### src/rtl/adc_flag_pkg.sv
package adc_flag_pkg;
    localparam int NCH   = 8;
    localparam int CNT_W = 3;
    localparam int SAR_W = 10;
    localparam int DW    = 8;
    localparam int AW    = 3;

    localparam logic [AW-1:0] ADDR_STAT_HI = 3'd0;
    localparam logic [AW-1:0] ADDR_STAT_LO = 3'd1;
    localparam logic [AW-1:0] ADDR_TEST_HI = 3'd2;
    localparam logic [AW-1:0] ADDR_TEST_LO = 3'd3;
    localparam logic [AW-1:0] ADDR_START   = 3'd4;
endpackage

### src/rtl/adc_seq_track.sv
module adc_seq_track #(
    parameter int CNT_W = adc_flag_pkg::CNT_W
) (
    input  logic             clk,
    input  logic             rst_n,
    input  logic             start,
    input  logic             done,
    input  logic             len8,
    input  logic             cont,
    input  logic             fast_clr,
    input  logic             res_rd,
    input  logic             scf_wr,
    input  logic             scf_wval,
    output logic [CNT_W-1:0] cnt,
    output logic             scf,
    output logic             acc
);
    localparam logic [CNT_W-1:0] LAST8 = '1;
    localparam logic [CNT_W-1:0] LAST4 = LAST8 >> 1;

    typedef struct packed {
        logic [CNT_W-1:0] cnt;
        logic             active;
        logic             first;
        logic             scf;
    } seq_st_t;

    seq_st_t st_d, st_q;
    logic [CNT_W-1:0] last;
    logic wrap;

    always_comb begin
        last = len8 ? LAST8 : LAST4;
        acc  = done && st_q.active && !start;
        wrap = acc && (st_q.cnt >= last);
        st_d = st_q;
        if (start) begin
            st_d.cnt    = '0;
            st_d.active = 1'b1;
            st_d.first  = 1'b1;
            if (!fast_clr) st_d.scf = 1'b0;
        end else begin
            if (fast_clr && res_rd) st_d.scf = 1'b0;
            if (scf_wr) st_d.scf = scf_wval;
            if (acc) begin
                st_d.cnt = wrap ? '0 : st_q.cnt + 1'b1;
                if (wrap) begin
                    st_d.first = 1'b0;
                    if (!cont) st_d.active = 1'b0;
                    if (st_q.first) st_d.scf = 1'b1;
                end
            end
        end
    end

    always_ff @(posedge clk or negedge rst_n) begin
        if (!rst_n) st_q <= '0;
        else        st_q <= st_d;
    end

    assign cnt = st_q.cnt;
    assign scf = st_q.scf;

    a_r2_wrap: assert property (@(posedge clk) disable iff (!rst_n)
        (acc && st_q.cnt >= last) |=> (st_q.cnt == '0));
    a_r3_start: assert property (@(posedge clk) disable iff (!rst_n)
        start |=> (st_q.cnt == '0 && st_q.active));
    a_r4_idle_hold: assert property (@(posedge clk) disable iff (!rst_n)
        (!st_q.active && !start) |=> $stable(st_q.cnt));
    a_r5_first_only: assert property (@(posedge clk) disable iff (!rst_n)
        $rose(st_q.scf) |-> ($past(st_q.first) || $past(scf_wr)));
endmodule

### src/rtl/adc_cc_flags.sv
module adc_cc_flags #(
    parameter int NCH = adc_flag_pkg::NCH,
    parameter int IW  = $clog2(NCH)
) (
    input  logic           clk,
    input  logic           rst_n,
    input  logic           set_stb,
    input  logic [IW-1:0]  set_idx,
    input  logic           clr_all,
    input  logic           fast_clr,
    input  logic           stat_rd,
    input  logic           res_rd,
    input  logic [IW-1:0]  res_sel,
    input  logic           wr_en,
    input  logic [NCH-1:0] wr_val,
    output logic [NCH-1:0] flags
);
    typedef struct packed {
        logic [NCH-1:0] flags;
        logic [NCH-1:0] armed;
    } cc_st_t;

    cc_st_t st_d, st_q;

    always_comb begin
        st_d = st_q;
        if (clr_all) begin
            st_d.flags = '0;
            st_d.armed = '0;
        end else begin
            if (stat_rd) st_d.armed = st_q.armed | st_q.flags;
            if (res_rd && (fast_clr || st_q.armed[res_sel])) begin
                st_d.flags[res_sel] = 1'b0;
                st_d.armed[res_sel] = 1'b0;
            end
            if (wr_en) begin
                st_d.flags = wr_val;
                st_d.armed = st_d.armed & wr_val;
            end
            if (set_stb) begin
                st_d.flags[set_idx] = 1'b1;
                st_d.armed[set_idx] = 1'b0;
            end
        end
    end

    always_ff @(posedge clk or negedge rst_n) begin
        if (!rst_n) st_q <= '0;
        else        st_q <= st_d;
    end

    assign flags = st_q.flags;

    for (genvar g = 0; g < NCH; g++) begin : g_chk
        a_r6_set_wins: assert property (@(posedge clk) disable iff (!rst_n)
            (set_stb && set_idx == g) |=> st_q.flags[g]);
        a_r7_fast_clear: assert property (@(posedge clk) disable iff (!rst_n)
            (fast_clr && res_rd && res_sel == g && !(set_stb && set_idx == g)
             && !wr_en && !clr_all) |=> !st_q.flags[g]);
        a_r8_needs_status: assert property (@(posedge clk) disable iff (!rst_n)
            (!fast_clr && res_rd && res_sel == g && !st_q.armed[g] && st_q.flags[g]
             && !wr_en && !clr_all) |=> st_q.flags[g]);
    end
endmodule

### src/rtl/adc_sar_window.sv
module adc_sar_window #(
    parameter int SAR_W = adc_flag_pkg::SAR_W,
    parameter int DW    = adc_flag_pkg::DW
) (
    input  logic             clk,
    input  logic             rst_n,
    input  logic             load,
    input  logic [SAR_W-1:0] sar_in,
    input  logic             wr_hi,
    input  logic             wr_lo,
    input  logic [DW-1:0]    wdata,
    output logic [SAR_W-1:0] sar
);
    localparam int LO_W = SAR_W - DW;

    typedef struct packed {
        logic [SAR_W-1:0] sar;
    } sar_st_t;

    sar_st_t st_d, st_q;

    always_comb begin
        st_d = st_q;
        if (load)  st_d.sar = sar_in;
        if (wr_hi) st_d.sar[SAR_W-1 -: DW] = wdata;
        if (wr_lo) st_d.sar[LO_W-1:0] = wdata[DW-1 -: LO_W];
    end

    always_ff @(posedge clk or negedge rst_n) begin
        if (!rst_n) st_q <= '0;
        else        st_q <= st_d;
    end

    assign sar = st_q.sar;

    a_r10_hold: assert property (@(posedge clk) disable iff (!rst_n)
        (!load && !wr_hi && !wr_lo) |=> $stable(st_q.sar));
    a_r11_load: assert property (@(posedge clk) disable iff (!rst_n)
        (load && !wr_hi && !wr_lo) |=> (st_q.sar == $past(sar_in)));
endmodule

### src/rtl/adc_seq_flags.sv
module adc_seq_flags #(
    parameter int NCH   = adc_flag_pkg::NCH,
    parameter int CNT_W = adc_flag_pkg::CNT_W,
    parameter int SAR_W = adc_flag_pkg::SAR_W,
    parameter int DW    = adc_flag_pkg::DW,
    parameter int AW    = adc_flag_pkg::AW
) (
    input  logic             clk,
    input  logic             rst_n,
    input  logic             special_mode,
    input  logic             fast_clr,
    input  logic             scan_cont,
    input  logic             seq_len8,
    input  logic             conv_done,
    input  logic [SAR_W-1:0] sar_in,
    input  logic             res_rd,
    input  logic [CNT_W-1:0] res_sel,
    input  logic             bus_en,
    input  logic             bus_wr,
    input  logic [AW-1:0]    bus_addr,
    input  logic [DW-1:0]    bus_wdata,
    output logic [DW-1:0]    bus_rdata,
    output logic             seq_done,
    output logic [CNT_W-1:0] conv_cnt,
    output logic [NCH-1:0]   cc_flags
);
    import adc_flag_pkg::*;

    localparam int LO_W = SAR_W - DW;

    logic wr_any, rd_any, sp_wr;
    logic start, stat_rd, scf_wr, flg_wr, hi_wr, lo_wr, acc;
    logic [SAR_W-1:0] sar;

    always_comb begin
        wr_any  = bus_en && bus_wr;
        rd_any  = bus_en && !bus_wr;
        sp_wr   = wr_any && special_mode;
        start   = wr_any && (bus_addr == ADDR_START);
        stat_rd = rd_any && (bus_addr == ADDR_STAT_HI || bus_addr == ADDR_STAT_LO);
        scf_wr  = sp_wr && (bus_addr == ADDR_STAT_HI);
        flg_wr  = sp_wr && (bus_addr == ADDR_STAT_LO);
        hi_wr   = sp_wr && (bus_addr == ADDR_TEST_HI);
        lo_wr   = sp_wr && (bus_addr == ADDR_TEST_LO);
    end

    adc_seq_track #(.CNT_W(CNT_W)) u_seq (
        .clk(clk), .rst_n(rst_n), .start(start), .done(conv_done),
        .len8(seq_len8), .cont(scan_cont), .fast_clr(fast_clr),
        .res_rd(res_rd), .scf_wr(scf_wr), .scf_wval(bus_wdata[DW-1]),
        .cnt(conv_cnt), .scf(seq_done), .acc(acc)
    );

    adc_cc_flags #(.NCH(NCH), .IW(CNT_W)) u_flags (
        .clk(clk), .rst_n(rst_n), .set_stb(acc), .set_idx(conv_cnt),
        .clr_all(start), .fast_clr(fast_clr), .stat_rd(stat_rd),
        .res_rd(res_rd), .res_sel(res_sel), .wr_en(flg_wr),
        .wr_val(bus_wdata[NCH-1:0]), .flags(cc_flags)
    );

    adc_sar_window #(.SAR_W(SAR_W), .DW(DW)) u_sar (
        .clk(clk), .rst_n(rst_n), .load(acc), .sar_in(sar_in),
        .wr_hi(hi_wr), .wr_lo(lo_wr), .wdata(bus_wdata), .sar(sar)
    );

    always_comb begin
        bus_rdata = '0;
        case (bus_addr)
            ADDR_STAT_HI: bus_rdata = {seq_done, {(DW-1-CNT_W){1'b0}}, conv_cnt};
            ADDR_STAT_LO: bus_rdata = cc_flags;
            ADDR_TEST_HI: if (special_mode) bus_rdata = sar[SAR_W-1 -: DW];
            ADDR_TEST_LO: if (special_mode) bus_rdata = {sar[LO_W-1:0], {(DW-LO_W){1'b0}}};
            default:      bus_rdata = '0;
        endcase
    end

    a_r9_normal_no_write: assert property (@(posedge clk) disable iff (!rst_n)
        (!special_mode && !start && !conv_done && !res_rd) |=> $stable(cc_flags));
endmodule

### config.mk
export PLATFORM = sky130hd
export DESIGN_NAME = adc_seq_flags
export DESIGN_NICKNAME = d
export VERILOG_FILES = /design/src/rtl/adc_flag_pkg.sv /design/src/rtl/adc_seq_track.sv /design/src/rtl/adc_cc_flags.sv /design/src/rtl/adc_sar_window.sv /design/src/rtl/adc_seq_flags.sv
export SDC_FILE = /design/constraint.sdc
export NUM_CORES = 1
export LEC_CHECK = 0
export CAP_MARGIN = 40
export CORE_MARGIN = 2
export CORE_UTILIZATION = 45
export DETAILED_ROUTE_END_ITERATION = 8
export PLACE_DENSITY_LB_ADDON = 0.2
export SKIP_CTS_REPAIR_TIMING = 1
export SLEW_MARGIN = 15
export SYNTH_ARGS = -nofsm -noshare
export SYNTH_HDL_FRONTEND = slang
export SYNTH_SLANG_ARGS = --single-unit
### constraint.sdc
create_clock -name clk -period 1.85 [get_ports clk]
set_input_delay 0.37 -clock clk [delete_from_list [all_inputs] [get_ports clk]]
set_output_delay 0.37 -clock clk [all_outputs]
set_load 0.05 [all_outputs]
==> impl_metrics.toml <==
[run_status]
status = "completed"

[clocking]
cts_sinks = 32
clkTransAtPathRegs_ps = 70
htree_levels = 2
cts_tree = "yes"
numCtsBuffers = 5
cts-root-buf = "clkbuf_8"
clk_latency_ps = 290
clockBufferDepth = 2

[logic_synthesis]
synth_warnings = 0
synth-seq-area-share_pct = 34.9
synth_area_um2 = 2290
yosys_register_bits = 32
synth_edf_count = 0
synthFlopType = "dfrtp_1"
syn-num-nets = 296
synthArstFlopShare_pct = 100
netlist_instances = 260
yosysUniqueCellTypes = 50
avgSynthCellArea_um2 = 8.82

[timing]
final.min_clock_period_ps = 1810
slew_headroom_pct = 67.7
setup_viol = 0
fin_crit_sh_pct = 97.6
setup_ws_ps = 44.3
holdWs_ps = 493
tightestPinTransition_ps = 483
fmax_mhz = 554
drv_slew = 0
timing.setup.tns_ps = 0
hold_viol = 0
finalClockSkew_ps = 8.51

[grt]
antenna_found_initial = 0
grt_max_degree = 33
globalRouteTotalUtil_pct = 28.5
overflow = 0
grt_pass1_vias = 2552
grt_pass1_wl_mm = 12.1

[setup_path]
critPathArrivalTime_ps = 1440
criticalPathCategory = "input port to output port"
critPathMaxFanout = 6
cp-end-kind = "output port"
max_stage_delay_ps = 360
worst_ep_required_time_ps = 1480
cp-start-kind = "input port"
crit_slowest_cell = "and3b_2"
cp_cell_sequence = "dlymetal6s2s_1 -> and3b_2 -> buf_6 -> a22o_1 -> nand2_2 -> o21ai_4 -> buf_12"

[power]
leakagePower_nw = 1.57
power.density_nw_per_um2 = 1140
ir_worst_vdd_v = 0.000851
finalPower_mw = 4.03
p_int_mw = 2.32
switching_power_mw = 1.71
comb_power_share_pct = 50.0
seqPwrFrac_pct = 33.5
clock_power_share_pct = 16.5
switching_share_pct = 42.4

[die]
core_area_um2 = 4820
row_count = 25
die_area_um2 = 5680
die_h_um = 75.4
die_w_um = 75.4
ios = 54
initial_utilization_pct = 47.6

[hold_path]
hold_class = "input port to asynchronous set/reset pin"

[cells_and_area]
seqCellArea_um2 = 802
multi_input_area_um2 = 1430
fillers = 380
post-route-util_pct = 73.2
layoutNonFillerInstCount = 420
finish.instance_area_um2 = 3530
layout-drive-gt1-share_pct = 33.4
area_delta_synth_final_pct = 53.8
n_antenna_cell = 0
fin_nets = 388

[route]
routed_wl_mm = 7.49
wl_per_cell_um = 17.8
firstDrtPassIters = 4
drc = 0
ant_nets = 0
via_per_inst = 5.91
detailedRoute.firstIterationViolations = 160
vias = 2482

[place]
globalplace.congestion = 0.887
dpl.hpwl_mm = 5.75
placed_area_um2 = 3330
dpl_worst_slack_ps = -492
placed_cells = 410
port_buffers = 53

[run]
drv_cap = 0
## worst max-delay path: cells and delay by family
family,cells,cell delay [ps]
AOI/OAI and AO/OA,2,200
buffers and inverters,3,450
and+or+nand+nor,2,430
## sequential cells by signal (all words and copies together), names as in the netlist
signal	cells
u_seq.st_q	2
u_seq.cnt	3
u_sar.sar	10
u_flags.st_q	8
u_seq.scf	1
u_flags.flags	8
## power groups by stage
stage | Combinational, mW | Clock, mW | Sequential [mW]
floorplan | 1.42 | 0 | 1.20
global placement | 1.94 | 0 | 1.32
detailed placement | 1.99 | 0 | 1.32
CTS | 1.99 | 0.669 | 1.31
global route | 2.16 | 0.708 | 1.37
finish | 2.01 | 0.666 | 1.35
## final timing paths
kind	startpoint	end	slack, ps	cells past startpoint
max	bus_addr[2]	bus_rdata[6]	40	7
min	rst_n	u_sar.sar[8]$_DFFE_PN0P_	490	2
min in group clk	u_seq.st_q[1]$_DFFE_PN0P_	u_seq.st_q[1]$_DFFE_PN0P_	530	2
max reg2reg	u_flags.st_q[0]$_DFF_PN0_	u_flags.st_q[4]$_DFF_PN0_	160	5
min reg2reg	u_seq.st_q[1]$_DFFE_PN0P_	u_seq.st_q[1]$_DFFE_PN0P_	530	2
max in group asynchronous	rst_n	u_seq.cnt[0]$_DFFE_PN0P_	1030	2
## routing by layer
layer  part of all wire, %  global-route usage (%)  wire [um]
met5                     0                       0          0
met4                  0.95                    8.77         71
met1                    42                    36.6       3160
met3                   4.4                    4.37        332
met2                    52                    49.3       3930
## synthesized netlist by cell type (2+ instances only)
cell type,count,share of area [%]
dfrtp_1,32,35
nand2_1,31,5.1
o21ai_0,21,4.6
a21oi_1,19,4.1
nor2_1,14,2.3
buf_4,12,3.9
mux2i_1,12,5.2
nand3_1,12,2.6
nor3_1,12,2.6
clkbuf_1,9,1.5
nand3b_1,8,2.6
o211a_1,6,2.6
buf_2,5,1.1
nand2b_1,4,1.1
nand4_1,4,1.1
o221a_1,4,2.0
a221oi_1,3,1.1
a32o_1,3,1.3
and4b_1,3,1.3
inv_1,3,0.49
nor3b_1,3,0.98
o22ai_1,3,0.82
or3b_2,3,1.1
a22o_1,2,0.76
a31o_2,2,0.76
and2_1,2,0.55
ha_1,2,1.1
nor2b_1,2,0.55
nor4b_2,2,1.3
o221a_2,2,0.98
## cells in the final DEF (no fill, tap or decap), drive strengths merged, types with 12 or more instances in the layout
master          n
dfrtp          32
buf            79
clkdlybuf4s50  26
mux2i          12
nor3           12
o21ai          21
nor2           15
nand3          12
nand2          31
a21oi          20
## cells by family (layout without fill, tap and decap cells)
group                    Yosys count  count (layout)  synth area share [%]
AND/OR/NAND/NOR                  107             107                  26.2
AO/OA/AOI/OAI                     77              77                  25.1
flip-flops                        32              32                  34.9
buffers and inverters             30             123                  7.47
multiplexers                      12              12                  5.24
adder cells (fa/ha/maj)            2               2                  1.09
## final cells by class
cell class	instances	share of cell area, %
sequential	32	22.7
tap	67	2.38
timing repair buffer	112	31.0
inverter	3	0.319
clock inverter	2	0.993
multi-input combinational	198	40.5
clock buffer	6	2.06
No activity file was read; power rests on OpenSTA's default activity.
